$ cat src/rtl/gpio_port_pkg.sv
package gpio_port_pkg;

    typedef enum logic [0:0] {
        ST_IDLE     = 1'b0,
        ST_ERR_WAIT = 1'b1
    } bus_state_e;

    typedef enum logic [2:0] {
        SEL_NONE = 3'd0,
        SEL_OUT  = 3'd1,
        SEL_SET  = 3'd2,
        SEL_IN   = 3'd3,
        SEL_DIR  = 3'd4
    } reg_sel_e;

    localparam logic [7:0] OFS_OUT = 8'h00;
    localparam logic [7:0] OFS_SET = 8'h04;
    localparam logic [7:0] OFS_IN  = 8'h10;
    localparam logic [7:0] OFS_DIR = 8'h14;

endpackage

$ cat src/rtl/gpio_in_sync.sv
module gpio_in_sync #(
    parameter int unsigned NPIN   = 32,
    parameter int unsigned STAGES = 2
) (
    input  logic            clk,
    input  logic            rst_n,
    input  logic [NPIN-1:0] din,
    output logic [NPIN-1:0] dout
);

    logic [NPIN-1:0] stage_q [STAGES];

    for (genvar s = 0; s < STAGES; s++) begin : g_stage
        if (s == 0) begin : g_first
            always_ff @(posedge clk or negedge rst_n) begin
                if (!rst_n) stage_q[s] <= '0;
                else        stage_q[s] <= din;
            end
        end else begin : g_next
            always_ff @(posedge clk or negedge rst_n) begin
                if (!rst_n) stage_q[s] <= '0;
                else        stage_q[s] <= stage_q[s-1];
            end
        end
    end

    assign dout = stage_q[STAGES-1];

endmodule

$ cat src/rtl/gpio_bus_ctrl.sv
module gpio_bus_ctrl
    import gpio_port_pkg::*;
#(
    parameter int unsigned ADDR_W = 6
) (
    input  logic              clk,
    input  logic              rst_n,
    input  logic              req_valid,
    input  logic              req_write,
    input  logic [ADDR_W-1:0] req_addr,
    output logic              req_ready,
    output logic              req_error,
    output logic              wr_out,
    output logic              wr_set,
    output logic              wr_dir,
    output logic              rd_en,
    output reg_sel_e          rd_sel
);

    bus_state_e state_q, state_d;
    reg_sel_e   hit_sel;
    logic       aligned;

    // address decode inside the window
    always_comb begin
        aligned = (req_addr[1:0] == 2'b00);
        hit_sel = SEL_NONE;
        if (aligned) begin
            if      (req_addr == ADDR_W'(OFS_OUT)) hit_sel = SEL_OUT;
            else if (req_addr == ADDR_W'(OFS_SET)) hit_sel = SEL_SET;
            else if (req_addr == ADDR_W'(OFS_IN))  hit_sel = SEL_IN;
            else if (req_addr == ADDR_W'(OFS_DIR)) hit_sel = SEL_DIR;
            else                                   hit_sel = SEL_NONE;
        end
    end

    // state register
    always_ff @(posedge clk or negedge rst_n) begin
        if (!rst_n) state_q <= ST_IDLE;
        else        state_q <= state_d;
    end

    // next state
    always_comb begin
        state_d = state_q;
        unique case (state_q)
            ST_IDLE: begin
                if (req_valid && (hit_sel == SEL_NONE)) state_d = ST_ERR_WAIT;
            end
            ST_ERR_WAIT: begin
                state_d = ST_IDLE;
            end
            default: state_d = ST_IDLE;
        endcase
    end

    // outputs
    always_comb begin
        req_ready = 1'b0;
        req_error = 1'b0;
        wr_out    = 1'b0;
        wr_set    = 1'b0;
        wr_dir    = 1'b0;
        rd_en     = 1'b0;
        unique case (state_q)
            ST_IDLE: begin
                if (req_valid && (hit_sel != SEL_NONE)) begin
                    req_ready = 1'b1;
                    if (req_write) begin
                        wr_out = (hit_sel == SEL_OUT);
                        wr_set = (hit_sel == SEL_SET);
                        wr_dir = (hit_sel == SEL_DIR);
                    end else begin
                        rd_en = 1'b1;
                    end
                end
            end
            ST_ERR_WAIT: begin
                req_ready = 1'b1;
                req_error = 1'b1;
            end
            default: ;
        endcase
    end

    assign rd_sel = hit_sel;

    AST_GOOD_NO_WAIT: assert property (@(posedge clk) disable iff (!rst_n)
        (state_q == ST_IDLE && req_valid && hit_sel != SEL_NONE) |-> (req_ready && !req_error));
    AST_ERR_NOT_EARLY: assert property (@(posedge clk) disable iff (!rst_n)
        (state_q == ST_IDLE && req_valid && hit_sel == SEL_NONE) |-> !req_ready);
    AST_ERR_ONE_WAIT: assert property (@(posedge clk) disable iff (!rst_n)
        (state_q == ST_IDLE && req_valid && hit_sel == SEL_NONE) |=> (req_ready && req_error));
    AST_ERR_WITH_READY: assert property (@(posedge clk) disable iff (!rst_n)
        req_error |-> req_ready);

endmodule

$ cat src/rtl/gpio_regs.sv
module gpio_regs
    import gpio_port_pkg::*;
#(
    parameter int unsigned NPIN = 32
) (
    input  logic            clk,
    input  logic            rst_n,
    input  logic            wr_out,
    input  logic            wr_set,
    input  logic            wr_dir,
    input  logic [NPIN-1:0] wdata,
    input  logic            rd_en,
    input  reg_sel_e        rd_sel,
    input  logic [NPIN-1:0] in_sync,
    output logic [NPIN-1:0] rdata,
    output logic [NPIN-1:0] out_q,
    output logic [NPIN-1:0] dir_q
);

    always_ff @(posedge clk or negedge rst_n) begin
        if (!rst_n) begin
            out_q <= '0;
        end else if (wr_out) begin
            out_q <= wdata;
        end else if (wr_set) begin
            out_q <= out_q | wdata;
        end
    end

    always_ff @(posedge clk or negedge rst_n) begin
        if (!rst_n)      dir_q <= '0;
        else if (wr_dir) dir_q <= wdata;
    end

    always_comb begin
        rdata = '0;
        if (rd_en) begin
            unique case (rd_sel)
                SEL_OUT: rdata = out_q;
                SEL_IN:  rdata = in_sync;
                SEL_DIR: rdata = dir_q;
                default: rdata = '0;
            endcase
        end
    end

    AST_SET_ONLY_SETS: assert property (@(posedge clk) disable iff (!rst_n)
        wr_set |=> ((out_q & $past(out_q)) == $past(out_q)));
    AST_SET_READS_ZERO: assert property (@(posedge clk) disable iff (!rst_n)
        (rd_en && rd_sel == SEL_SET) |-> (rdata == '0));
    AST_OUT_HOLDS: assert property (@(posedge clk) disable iff (!rst_n)
        !(wr_out || wr_set) |=> $stable(out_q));
    AST_DIR_HOLDS: assert property (@(posedge clk) disable iff (!rst_n)
        !wr_dir |=> $stable(dir_q));

endmodule

$ cat src/rtl/gpio_port.sv
module gpio_port
    import gpio_port_pkg::*;
#(
    parameter int unsigned NPIN   = 32,
    parameter int unsigned ADDR_W = 6
) (
    input  logic              clk,
    input  logic              rst_n,
    input  logic              bus_valid,
    input  logic              bus_write,
    input  logic [ADDR_W-1:0] bus_addr,
    input  logic [NPIN-1:0]   bus_wdata,
    output logic [NPIN-1:0]   bus_rdata,
    output logic              bus_ready,
    output logic              bus_error,
    input  logic [NPIN-1:0]   pad_in,
    output logic [NPIN-1:0]   pad_out,
    output logic [NPIN-1:0]   pad_oe
);

    localparam int unsigned SYNC_STAGES = 2;

    logic     wr_out, wr_set, wr_dir, rd_en;
    reg_sel_e rd_sel;
    logic [NPIN-1:0] in_sync, out_q, dir_q;

    gpio_bus_ctrl #(.ADDR_W(ADDR_W)) u_ctrl (
        .clk       (clk),
        .rst_n     (rst_n),
        .req_valid (bus_valid),
        .req_write (bus_write),
        .req_addr  (bus_addr),
        .req_ready (bus_ready),
        .req_error (bus_error),
        .wr_out    (wr_out),
        .wr_set    (wr_set),
        .wr_dir    (wr_dir),
        .rd_en     (rd_en),
        .rd_sel    (rd_sel)
    );

    gpio_in_sync #(.NPIN(NPIN), .STAGES(SYNC_STAGES)) u_sync (
        .clk   (clk),
        .rst_n (rst_n),
        .din   (pad_in),
        .dout  (in_sync)
    );

    gpio_regs #(.NPIN(NPIN)) u_regs (
        .clk     (clk),
        .rst_n   (rst_n),
        .wr_out  (wr_out),
        .wr_set  (wr_set),
        .wr_dir  (wr_dir),
        .wdata   (bus_wdata),
        .rd_en   (rd_en),
        .rd_sel  (rd_sel),
        .in_sync (in_sync),
        .rdata   (bus_rdata),
        .out_q   (out_q),
        .dir_q   (dir_q)
    );

    assign pad_out = out_q;
    assign pad_oe  = dir_q;

    AST_ERR_WRITE_KEEPS: assert property (@(posedge clk) disable iff (!rst_n)
        bus_error |=> ($stable(pad_out) && $stable(pad_oe)));
    AST_ERR_RDATA_ZERO: assert property (@(posedge clk) disable iff (!rst_n)
        bus_error |-> (bus_rdata == '0));

endmodule

$ cat config.mk
export PLATFORM = sky130hd
export DESIGN_NAME = gpio_port
export DESIGN_NICKNAME = d
export VERILOG_FILES = /design/src/rtl/gpio_port_pkg.sv /design/src/rtl/gpio_in_sync.sv /design/src/rtl/gpio_bus_ctrl.sv /design/src/rtl/gpio_regs.sv /design/src/rtl/gpio_port.sv
export SDC_FILE = /design/constraint.sdc
export NUM_CORES = 1
export LEC_CHECK = 0
export BUFFER_PORTS_ARGS = -buffer_cell sky130_fd_sc_hd__buf_2
export CAP_MARGIN = 5
export CORE_MARGIN = 2
export CORE_UTILIZATION = 47
export CTS_BUF_LIST = sky130_fd_sc_hd__clkbuf_8
export CTS_CLUSTER_DIAMETER = 60
export DETAILED_ROUTE_END_ITERATION = 10
export MAX_ROUTING_LAYER = met4
export PLACE_DENSITY_LB_ADDON = 0.05
export SLEW_MARGIN = 20
export SYNTH_ARGS = -nofsm -noshare
export SYNTH_HDL_FRONTEND = slang
export SYNTH_SLANG_ARGS = --single-unit
export TNS_END_PERCENT = 100
$ cat constraint.sdc
create_clock -name clk -period 1.95 [get_ports clk]
set_input_delay 0.0975 -clock clk [delete_from_list [all_inputs] [get_ports clk]]
set_output_delay 0.0975 -clock clk [all_outputs]
set_load 0.01 [all_outputs]
Word level (Yosys, flattened, before mapping)
Cells that the tools add are included.
{"block": "totals", "register_bits": 129, "in_bits": 74, "output_inout_bits": 98, "wordCells": 47}
{"block": "op_classes", "n_eq_ne": 7, "n_mux": 26, "bitwise": 2, "reduce_logical": 7}
{"cell": "$mux W32", "count": 3}
{"cell": "$pmux W32 S3", "count": 1}
{"cell": "$or A32 B32 Y32", "count": 1}
{"cell": "$mux W1", "count": 15}
{"cell": "$mux W3", "count": 5}
{"cell": "$eq A6 B5 Y1 const B", "count": 2}
{"cell": "$eq A3 B2 Y1 const B", "count": 2}
{"cell": "$eq A6 B3 Y1 const B", "count": 1}
{"cell": "$logic_not A6 Y1", "count": 1}
{"cell": "$pmux W1 S2", "count": 2}
{"cell": "$eq A3 B1 Y1 const B", "count": 1}
{"cell": "$eq A3 B3 Y1 const B", "count": 1}
{"cell": "$logic_not A3 Y1", "count": 1}
{"cell": "$reduce_bool A3 Y1", "count": 1}
{"cell": "$logic_and A1 B1 Y1", "count": 2}
{"cell": "$logic_not A2 Y1", "count": 1}
{"cell": "$reduce_bool A2 Y1", "count": 1}
{"cell": "$not A1 Y1", "count": 1}

Depth between registers and ports, before layout
Gate-level depths: netlist (run 1).
{"block": "logic_depth", "depth_word": 12, "ltp_mapped": 6}

By module
Synthesis (run 1) repeated with hierarchy kept, for this count alone.
{"block": "unflattened", "cells_unflattened": 431, "area_unflattened_um2": 5236.3}
{"module": "gpio_regs", "n_inst": 1, "cells_per_inst": 317, "area_each_um2": 3265.6, "seq_area_each_um2": 1601.5}
{"module": "gpio_in_sync", "n_inst": 1, "cells_per_inst": 96, "area_each_um2": 1841.8, "seq_area_each_um2": 1601.5}
{"module": "gpio_bus_ctrl", "n_inst": 1, "cells_per_inst": 18, "area_each_um2": 128.9, "seq_area_each_um2": 25.0}

Least setup slack after synthesis (run 1)
OpenSTA, ideal clock, no wires.
{"block": "synth_timing", "path_type": "flip-flop to flip-flop", "start": "register u_ctrl.state_q", "end": "register u_regs.dir_q[10]", "setup_ns": 0.125, "arrival_time_ns": 1.768, "required_ns": 1.825, "setup_slack_ns": 0.057, "stages_incl_launch_ff": 6, "path_buffers": 2, "cell_sequence": "dfrtp_1 or2b_2 or4_4 buf_6 buf_12 mux2_4"}
{"block": "synth_via", "elab_chain_len": 1}
{"item": "from (decl)", "line_no": "gpio_bus_ctrl.sv:20", "source": "bus_state_e state_q, state_d;"}
{"item": "from (signal assigned)", "line_no": "gpio_bus_ctrl.sv:40", "source": "else state_q <= state_d;"}
{"item": "$mux W1", "line_no": "gpio_bus_ctrl.sv:65", "source": "unique case (state_q)"}
{"item": "to (signal assigned)", "line_no": "gpio_regs.sv:32", "source": "else if (wr_dir) dir_q <= wdata;"}
{"item": "to (decl)", "line_no": "gpio_regs.sv:17", "source": "output logic [NPIN-1:0] dir_q"}
Every way passes these cells.
A chain may end at the register's enable or synchronous reset.

Worst setup path after layout (run 1)
{"block": "layout_timing", "start": "register u_ctrl.state_q", "end": "output port bus_rdata[17]"}
{"block": "layout_via", "elab_chain_len": 2}
{"item": "$mux W1", "line_no": "gpio_bus_ctrl.sv:65"}
{"item": "$mux W32", "line_no": "gpio_regs.sv:37", "source": "if (rd_en) begin"}
{"item": "to (decl)", "line_no": "gpio_port.sv:13", "source": "output logic [NPIN-1:0] bus_rdata,"}
Every way passes these cells.

==> results of run 1 <==
-- registers in the layout, summed over array words and instances, names as in the netlist --
signal	count
u_sync.stage_q	32
u_regs.dir_q	32
u_sync.dout	32
u_regs.out_q	32
u_ctrl.state_q	1
-- cell usage in the layout (no fill, tap or decap), types with 4 or more instances in the layout --
| master | instances |
|---|---|
| a22o_1 | 32 |
| a22oi_1 | 32 |
| buf_12 | 6 |
| buf_2 | 170 |
| buf_4 | 13 |
| bufinv_16 | 4 |
| clkbuf_8 | 20 |
| dfrtp_1 | 129 |
| dlygate4sd3_1 | 67 |
| inv_1 | 4 |
| mux2_2 | 34 |
| mux2_4 | 30 |
| nor2_1 | 23 |
| nor2_2 | 11 |
-- power breakdown --
part / switching [mW] / internal, mW / leakage (nW)
clock network: 0.930 / 1.46 / 0.224
registers: 0.118 / 2.86 / 1.63
logic: 0.329 / 0.424 / 1.90
-- repair_timing --
| action | CTS | global route |
|---|---|---|
| endpoints found under the hold margin | 136 | 0 |
| buffers inserted | 1 | 0 |
| resized for setup | 9 | 8 |
| hold buffers | 67 | 0 |
| setup endpoints to repair | 32 | 32 |
-- through the flow --
| stage | area, um2 | setup TNS, ns | util, % |
|---|---|---|---|
| 2_1_floorplan | 4970 | 0 | - |
| 5_1_grt | 7170 | -2.41 | 69.8 |
| 4_1_cts | 7150 | -0.362 | 69.6 |
| 3_3_place_gp | 6030 | -0.0130 | 58.7 |
| 6_report | 7170 | -0.0400 | 69.8 |
| 3_5_place_dp | 6030 | -0.108 | 58.7 |
-- cells by family (layout without fill, tap and decap cells) --
family                 after synthesis  count (layout)  synth area share [%]
and+or+nand+nor                     43              43                  4.01
buffers and inverters               27             287                  3.58
DFF                                129             129                  65.0
muxes                               64              64                  16.8
AOI/OAI and AO/OA                   65              65                  10.6
-- layer usage --
layer	up-vias	GRT usage, %	wire length (um)
li1	1679	-	-
met1	1896	33.1	5750
met2	144	35.0	5910
met3	16	4.98	776
met4	0	8.91	180
met5	-	-	0
-- final cells by class --
| type | instances | area share [%] |
|---|---|---|
| Sequential cell | 129 | 45.0 |
| Timing Repair Buffer | 257 | 24.5 |
| Multi-Input combinational cell | 172 | 22.3 |
| Clock buffer | 20 | 3.84 |
| Tap cell | 136 | 2.37 |
| Clock inverter | 9 | 1.97 |
| Inverter | 1 | 0.0523 |
-- critical path: stages, from the launching register on --
cell	delay, ns
dfrtp_1	0.38
or2b_4	0.26
or3_4	0.36
buf_8	0.17
nor2_1	0.12
buf_2	0.14
-- worst max-delay path by stage --
stage | to | slack (ns) | depth (start not counted)
5_1_grt | bus_rdata[12] | -0.1 | 5
3_5_place_dp | u_regs.dir_q[26] | -0.01 | 5
4_1_cts | bus_rdata[23] | -0.04 | 5
3_3_place_gp | u_regs.dir_q[7] | -0.002 | 5
2_1_floorplan | u_regs.dir_q[10] | 0.06 | 5
6_report | bus_rdata[17] | -0.01 | 5
==> results.sh, run 1 <==
export IMPL_fin_nets=652
export IMPL_synth_area_per_cell_um2=15.1
export IMPL_critPathMaxFanout=14
export IMPL_max_slew_margin_pct=62.0
export IMPL_yosys_top_cells_area="dfrtp_1 65%, mux2_4 9.1%, mux2_2 7.7%"
export IMPL_cts_max_path_buffers=2
export IMPL_critical_path_startpoint_type="flop"
export IMPL_dp_hpwl_mm=8.34
export IMPL_r2r_start="u_ctrl.state_q"
export IMPL_period_needed_ns=1.96
export IMPL_yosys_warnings=0
export IMPL_final_setup_skew_ns=0.00746
export IMPL_yosysUniqueCellTypes=19
export IMPL_total_power_mw=6.12
export IMPL_die_w_um=107
export IMPL_min_to="u_ctrl.state_q"
export IMPL_synth_most_common_cell="dfrtp_1"
export IMPL_cap_violations=0
export IMPL_seq_area_frac_synth_pct=65.0
export IMPL_fin_crit_sh_pct=101
export IMPL_insertedDiodeCount=0
export IMPL_htree_levels=4
export IMPL_async_flop_share_pct=100
export IMPL_ant_nets=0
export IMPL_critPathArrivalTime_ns=1.86
export IMPL_place_congestion=0.798
export IMPL_port_buffers=171
export IMPL_via_count=3735
export IMPL_dr_first_iter_drc_count=159
export IMPL_drc_errors=0
export IMPL_final_cells=724
export IMPL_synth_top_cell_area_share_pct=65.0
export IMPL_min_path_type="input pin to flop"
export IMPL_status="finished with violations"
export IMPL_worstMarginPinSlew_ns=0.570
export IMPL_ys_seq_elements=129
export IMPL_syn2layout_area_growth_pct=44.5
export IMPL_initial_core_util_pct=48.3
export IMPL_ys_flop_type="dfrtp_1"
export IMPL_rrSetupSlack_ns=0.16
export IMPL_track_usage_pct=23.8
export IMPL_synth_edf_count=0
export IMPL_grt_pass1_vias=3865
export IMPL_root_buffer="clkbuf_8"
export IMPL_cp_end_kind="primary output"
export IMPL_die_area_um2=11400
export IMPL_cts_sinks=129
export IMPL_grt_max_degree=44
export IMPL_io_pins=172
export IMPL_max_freq_ghz=0.510
export IMPL_drive_above_1_share_pct=50.5
export IMPL_setup_viol=7
export IMPL_leakagePower_nw=3.76
export IMPL_multi_input_area_um2=1600
export IMPL_holdWs_ns=0.0508
export IMPL_powerDensity_nw_per_um2=853
export IMPL_critical_path_class="flop to primary output"
export IMPL_n_fill_cell=771
export IMPL_crit_path_start="u_ctrl.state_q"
export IMPL_grt_overflow_total=0
export IMPL_viasPerCell=5.16
export IMPL_num_rows=37
export IMPL_dr_pass1_iters=4
export IMPL_reg2regPathDepth=4
export IMPL_drt_wirelength_per_cell_um=17.4
export IMPL_worstPathRequired_ns=1.85
export IMPL_min_path_cells=3
export IMPL_antenna_found_initial=0
export IMPL_final_hold_violation_count=0
export IMPL_rsz0062_at_grt="yes"
export IMPL_finalWorstSetupSlack_ns=-0.0111
export IMPL_core_area_um2=10300
export IMPL_grt_pass1_wl_mm=20.0
export IMPL_synth_largest_area_cell="dfrtp_1"
export IMPL_failed_checks="negative setup slack"
export IMPL_clkTransAtPathRegs_ns=0.07
export IMPL_seq_area_um2=3230
export IMPL_cts_tree="done"
export IMPL_netlist_area_um2=4970
export IMPL_synthCells=328
export IMPL_drt_total_wl_mm=12.6
export IMPL_dpl_cell_count=627
export IMPL_place_ws_ns=-0.0108
export IMPL_hold_start="bus_valid"
export IMPL_ir_worst_vdd_uv=425
export IMPL_dieHeight_um=107
export IMPL_slew_violations=0
export IMPL_synth_fp_nets=402
export IMPL_clkLatencyLatePin_ns=0.42
export IMPL_cts_buffers=17
export IMPL_synthTopCellsByCount="129 x dfrtp_1, 35 x nor2_1, 34 x mux2_2"
export IMPL_rr_endpoint="u_regs.dir_q[10]"
Power figures use the tool's default switching activity.
==> run 2: changes to the inputs <==
--- a/config.mk
+++ b/config.mk
@@ -8,7 +8,7 @@
 export BUFFER_PORTS_ARGS = -buffer_cell sky130_fd_sc_hd__buf_2
 export CAP_MARGIN = 5
 export CORE_MARGIN = 2
-export CORE_UTILIZATION = 47
+export CORE_UTILIZATION = 35
 export CTS_BUF_LIST = sky130_fd_sc_hd__clkbuf_8
 export CTS_CLUSTER_DIAMETER = 60
 export DETAILED_ROUTE_END_ITERATION = 10
==> results.sh, run 2 (synthesis results as in run 1) <==
export IMPL_final_core_util_pct=55.2
export IMPL_worstMarginPinSlew_ns=0.701
export IMPL_die_area_um2=15200
export IMPL_finalWorstSetupSlack_ns=-0.0837
export IMPL_dp_hpwl_mm=8.44
export IMPL_antenna_found_initial=0
export IMPL_status="finished with violations"
export IMPL_leakagePower_nw=3.81
export IMPL_grt_overflow_total=0
export IMPL_grt_max_degree=130
export IMPL_critical_path_class="flop to primary output"
export IMPL_initial_core_util_pct=35.8
export IMPL_n_fill_cell=1171
export IMPL_viasPerCell=4.84
export IMPL_drc_errors=0
export IMPL_final_common_cell="buf_2"
export IMPL_final_hold_violation_count=0
export IMPL_cp_end_kind="primary output"
export IMPL_worstPathRequired_ns=1.85
export IMPL_max_slew_margin_pct=53.3
export IMPL_ant_nets=0
export IMPL_powerDensity_nw_per_um2=778
export IMPL_critPathMaxFanout=8
export IMPL_root_buffer="clkbuf_8"
export IMPL_slowest_stage="or3_4"
export IMPL_placed_area_um2=6090
export IMPL_drt_total_wl_mm=14.2
export IMPL_place_congestion=0.791
export IMPL_fin_nets=654
export IMPL_insertedDiodeCount=0
export IMPL_fin_area_um2=7660
export IMPL_track_usage_pct=19.8
export IMPL_cap_violations=0
export IMPL_htree_levels=4
export IMPL_globalRouteMet2Util_pct=30.7
export IMPL_use_met1_pct=25.8
export IMPL_p_seq_share_pct=50.0
export IMPL_drive_above_1_share_pct=54.3
export IMPL_drt_wirelength_per_cell_um=18.3
export IMPL_grt_pass1_wl_mm=21.5
export IMPL_slew_violations=0
export IMPL_cts_max_path_buffers=2
export IMPL_mostFrequentLayoutCells="143 x buf_2, 129 x dfrtp_1, 67 x dlygate4sd3_1, 34 x mux2_2"
export IMPL_failed_checks="negative setup slack"
export IMPL_rsz0062_at_grt="yes"
export IMPL_dieHeight_um=123
export IMPL_final_setup_skew_ns=0.00840
export IMPL_via_count=3742
export IMPL_core_area_um2=13900
export IMPL_io_pins=172
export IMPL_dpl_cell_count=668
export IMPL_syn2layout_area_growth_pct=54.2
export IMPL_final_cells=773
export IMPL_port_buffers=171
export IMPL_met3_usage_pct=4.52
export IMPL_clkLatencyLatePin_ns=0.43
export IMPL_critical_path_startpoint_type="flop"
export IMPL_min_path_type="input pin to flop"
export IMPL_grt_pass1_vias=3887
export IMPL_critPathArrivalTime_ns=1.94
export IMPL_dr_pass1_iters=4
export IMPL_setup_viol=32
export IMPL_clockPowerShare_pct=36.7
export IMPL_cts_buffers=17
export IMPL_path_cells="or2b_4 -> or3_4 -> buf_12 -> nor2_4 -> buf_6"
export IMPL_fin_crit_sh_pct=104
export IMPL_holdWs_ns=0.173
export IMPL_cp_slowest_stage_delay_ns=0.44
export IMPL_cts_sinks=129
export IMPL_swShare_pct=24.3
export IMPL_p_comb_share_pct=13.3
export IMPL_p_int_mw=4.52
export IMPL_p_sw_mw=1.45
export IMPL_tns_ns=-1.45
export IMPL_cts_tree="done"
export IMPL_top_usage_layer="met2"
export IMPL_die_w_um=123
export IMPL_period_needed_ns=2.03
export IMPL_num_rows=43
export IMPL_max_freq_ghz=0.492
export IMPL_clkTransAtPathRegs_ns=0.06
export IMPL_ir_worst_vdd_uv=609
export IMPL_dr_first_iter_drc_count=174
[run 2: cell count changes in the layout (fill, tap and decap cells not counted), moves of 3 or more]
cell,before,now
bufinv_16,4,1
clkbuf_8,20,24
nor2_4,1,29
buf_16,0,3
nor2_2,11,3
buf_2,170,143
buf_6,0,27
nor2_1,23,3
[run 2: critical path: cells and delay by family (launching register included)]
kind                   cells  cell delay, ns
DFF                        1            0.38
and+or+nand+nor            3            0.81
buffers and inverters      2            0.32
[run 2: metrics by stage]
step	setup slack [ns]	power, mW
2_1_floorplan	0.0568	3.32
3_3_place_gp	0.0183	3.67
3_5_place_dp	-0.00292	3.68
4_1_cts	-0.149	6.03
5_1_grt	-0.135	6.26
6_report	-0.0837	5.96
[run 2: final cells by class]
type | count | area (um2) | area share [%]
flip-flops and latches | 129 | 3230 | 42.2
inverters | 1 | 3.75 | 0.0490
well taps | 180 | 225 | 2.94
clock inverters | 8 | 60.1 | 0.784
clock buffers | 24 | 330 | 4.31
multi-input cells | 172 | 1810 | 23.6
repair buffers | 259 | 2000 | 26.2
[run 2: power by group through the flow]
stage	clock, mW	combinational (mW)	sequential [mW]
global placement	0	0.642	3.02
finish	2.19	0.792	2.98
global route	2.39	0.862	3.00
CTS	2.27	0.782	2.98
detailed placement	0	0.648	3.03
floorplan	0	0.262	3.06
[run 2: metal layers]
layer / share of wire, % / wire length [um]
met5: 0 / 0
met4: 1.1 / 154
met3: 4.7 / 670
met2: 49 / 6930
met1: 45 / 6420
[run 2: path summary, 6_finish.rpt]
kind                                      end               start  slack, ns  cells past startpoint
min                            u_ctrl.state_q           bus_valid       0.17                      4
max in group asynchronous    u_regs.dir_q[23]               rst_n       1.13                      3
max reg2reg                   u_regs.dir_q[9]      u_ctrl.state_q       0.04                      5
max                             bus_rdata[26]      u_ctrl.state_q      -0.08                      5
min in group asynchronous  u_sync.stage_q[35]               rst_n       0.30                      3
min reg2reg                    u_sync.dout[1]  u_sync.stage_q[33]       0.34                      0
[run 2: repair_timing]
item	CTS	global route
buffers inserted	2	1
pin swaps	29	6
cloned	3	0
endpoints found under the hold margin	226	0
endpoints found under the setup margin	32	33
resized for setup	56	34
hold buffers	67	0
==> run 3: changes to the inputs <==
--- a/config.mk
+++ b/config.mk
@@ -14,6 +14,7 @@
 export DETAILED_ROUTE_END_ITERATION = 10
 export MAX_ROUTING_LAYER = met4
 export PLACE_DENSITY_LB_ADDON = 0.05
+export REMOVE_ABC_BUFFERS = 1
 export SLEW_MARGIN = 20
 export SYNTH_ARGS = -nofsm -noshare
 export SYNTH_HDL_FRONTEND = slang
==> results.sh, run 3 (synthesis results as in run 1) <==
export IMPL_drt_total_wl_mm=13.8
export IMPL_failed_checks="negative setup slack"
export IMPL_min_path_type="input pin to asynchronous set/reset pin"
export IMPL_fin_crit_sh_pct=103
export IMPL_dr_first_iter_drc_count=197
export IMPL_num_rows=43
export IMPL_cts_max_path_buffers=2
export IMPL_grt_max_degree=49
export IMPL_root_buffer="clkbuf_8"
export IMPL_drt_wirelength_per_cell_um=17.8
export IMPL_worstPathRequired_ns=2.27
export IMPL_status="finished with violations"
export IMPL_place_ws_ns=-0.00515
export IMPL_via_count=3673
export IMPL_die_w_um=123
export IMPL_rrSetupSlack_ns=-0.06
export IMPL_critPathArrivalTime_ns=2.33
export IMPL_cts_tree="done"
export IMPL_powerDensity_nw_per_um2=784
export IMPL_n_fill_cell=1217
export IMPL_final_common_cell="buf_2"
export IMPL_syn2layout_area_growth_pct=47.0
export IMPL_slew_violations=0
export IMPL_final_setup_skew_ns=0.00660
export IMPL_htree_levels=4
export IMPL_fin_nets=658
export IMPL_cp_end_kind="flop"
export IMPL_insertedDiodeCount=0
export IMPL_drc_errors=0
export IMPL_cts_sinks=129
export IMPL_critPathMaxFanout=15
export IMPL_grt_pass1_wl_mm=20.9
export IMPL_p_comb_share_pct=13.4
export IMPL_p_int_mw=4.30
export IMPL_ant_nets=0
export IMPL_die_area_um2=15200
export IMPL_clkTransAtPathRegs_ns=0.07
export IMPL_place_congestion=0.724
export IMPL_holdWs_ns=0.153
export IMPL_final_core_util_pct=52.6
export IMPL_final_cells=774
export IMPL_viasPerCell=4.75
export IMPL_final_hold_violation_count=0
export IMPL_antenna_found_initial=0
export IMPL_grt_overflow_total=0
export IMPL_finalWorstSetupSlack_ns=-0.0581
export IMPL_clockPowerShare_pct=34.6
export IMPL_setup_viol=60
export IMPL_cts_buffers=17
export IMPL_rsz0062_at_grt="yes"
export IMPL_dp_hpwl_mm=9.11
export IMPL_drive_above_1_share_pct=51.7
export IMPL_track_usage_pct=19.3
export IMPL_initial_core_util_pct=35.8
export IMPL_io_pins=172
export IMPL_dpl_cell_count=674
export IMPL_port_buffers=171
export IMPL_leakagePower_nw=3.77
export IMPL_swShare_pct=24.9
export IMPL_critical_path_startpoint_type="flop"
export IMPL_mostFrequentLayoutCells="166 x buf_2, 129 x dfrtp_1, 67 x dlygate4sd3_1, 34 x mux2_2"
export IMPL_grt_pass1_vias=3760
export IMPL_max_slew_margin_pct=33.4
export IMPL_p_sw_mw=1.43
export IMPL_p_seq_share_pct=51.9
export IMPL_dr_pass1_iters=4
export IMPL_clkLatencyLatePin_ns=0.44
export IMPL_worstMarginPinSlew_ns=0.996
export IMPL_cap_violations=0
export IMPL_max_freq_ghz=0.498
export IMPL_period_needed_ns=2.01
export IMPL_dieHeight_um=123
export IMPL_critical_path_class="flop to flop"
export IMPL_core_area_um2=13900
export IMPL_ir_worst_vdd_uv=500
==> run 3: repair_timing <==
action | CTS | global route
buffers inserted | 1 | 2
gates resized for setup | 17 | 11
pin swaps | 3 | 2
hold buffers | 67 | 0
cloned | 0 | 1
endpoints found under the setup margin | 32 | 36
endpoints found under the hold margin | 156 | 0
==> run 3: path summary, 6_finish.rpt <==
path / from / to / cells past startpoint
min in group clk: bus_valid / u_ctrl.state_q / 5
max: u_ctrl.state_q / u_regs.dir_q[26] / 6
max reg2reg: u_ctrl.state_q / u_regs.dir_q[26] / 6
max in group asynchronous: rst_n / u_sync.dout[15] / 3
min reg2reg: u_sync.stage_q[52] / u_sync.dout[20] / 0
min: rst_n / u_regs.dir_q[25] / 2
==> run 3: worst max-delay path, cell delays in order (launching register included) <==
cell and delay, ns:
dfrtp_1 0.38, or2b_4 0.26, buf_4 0.13, buf_4 0.13, or4_4 0.49, buf_12 0.20, mux2_4 0.30
==> run 3: area by class of cell <==
cell class              count  area [um2]  share of cell area (%)
flip-flops and latches    129        3230                    44.2
repair buffers            263        1870                    25.6
multi-input cells         172        1640                    22.4
clock buffers              22         303                    4.15
well taps                 180         225                    3.08
clock inverters             7        36.3                   0.497
inverters                   1        3.75                  0.0514
==> run 3: through the flow <==
stage / setup TNS (ns) / instance area (um2) / power (mW)
4_1_cts: -1.40 / 7220 / 5.80
5_1_grt: -5.07 / 7300 / 6.01
3_3_place_gp: 0 / 6140 / 3.67
6_report: -1.99 / 7300 / 5.73
3_5_place_dp: -0.0127 / 6140 / 3.68
2_1_floorplan: -2.50 / 4790 / 3.29
==> run 3: power groups by stage <==
stage / clock [mW] / sequential (mW) / combinational [mW]
floorplan: 0 / 3.06 / 0.235
global placement: 0 / 3.02 / 0.651
detailed placement: 0 / 3.02 / 0.657
CTS: 2.05 / 2.97 / 0.772
global route: 2.18 / 3.00 / 0.838
finish: 1.98 / 2.97 / 0.769
==> run 3: layer usage <==
metal	wire length [um]	vias up	global-route usage, %
li1	-	1693	-
met2	6620	109	29.0
met3	690	14	4.29
met5	0	-	-
met1	6260	1857	25.5
met4	212	0	7.74
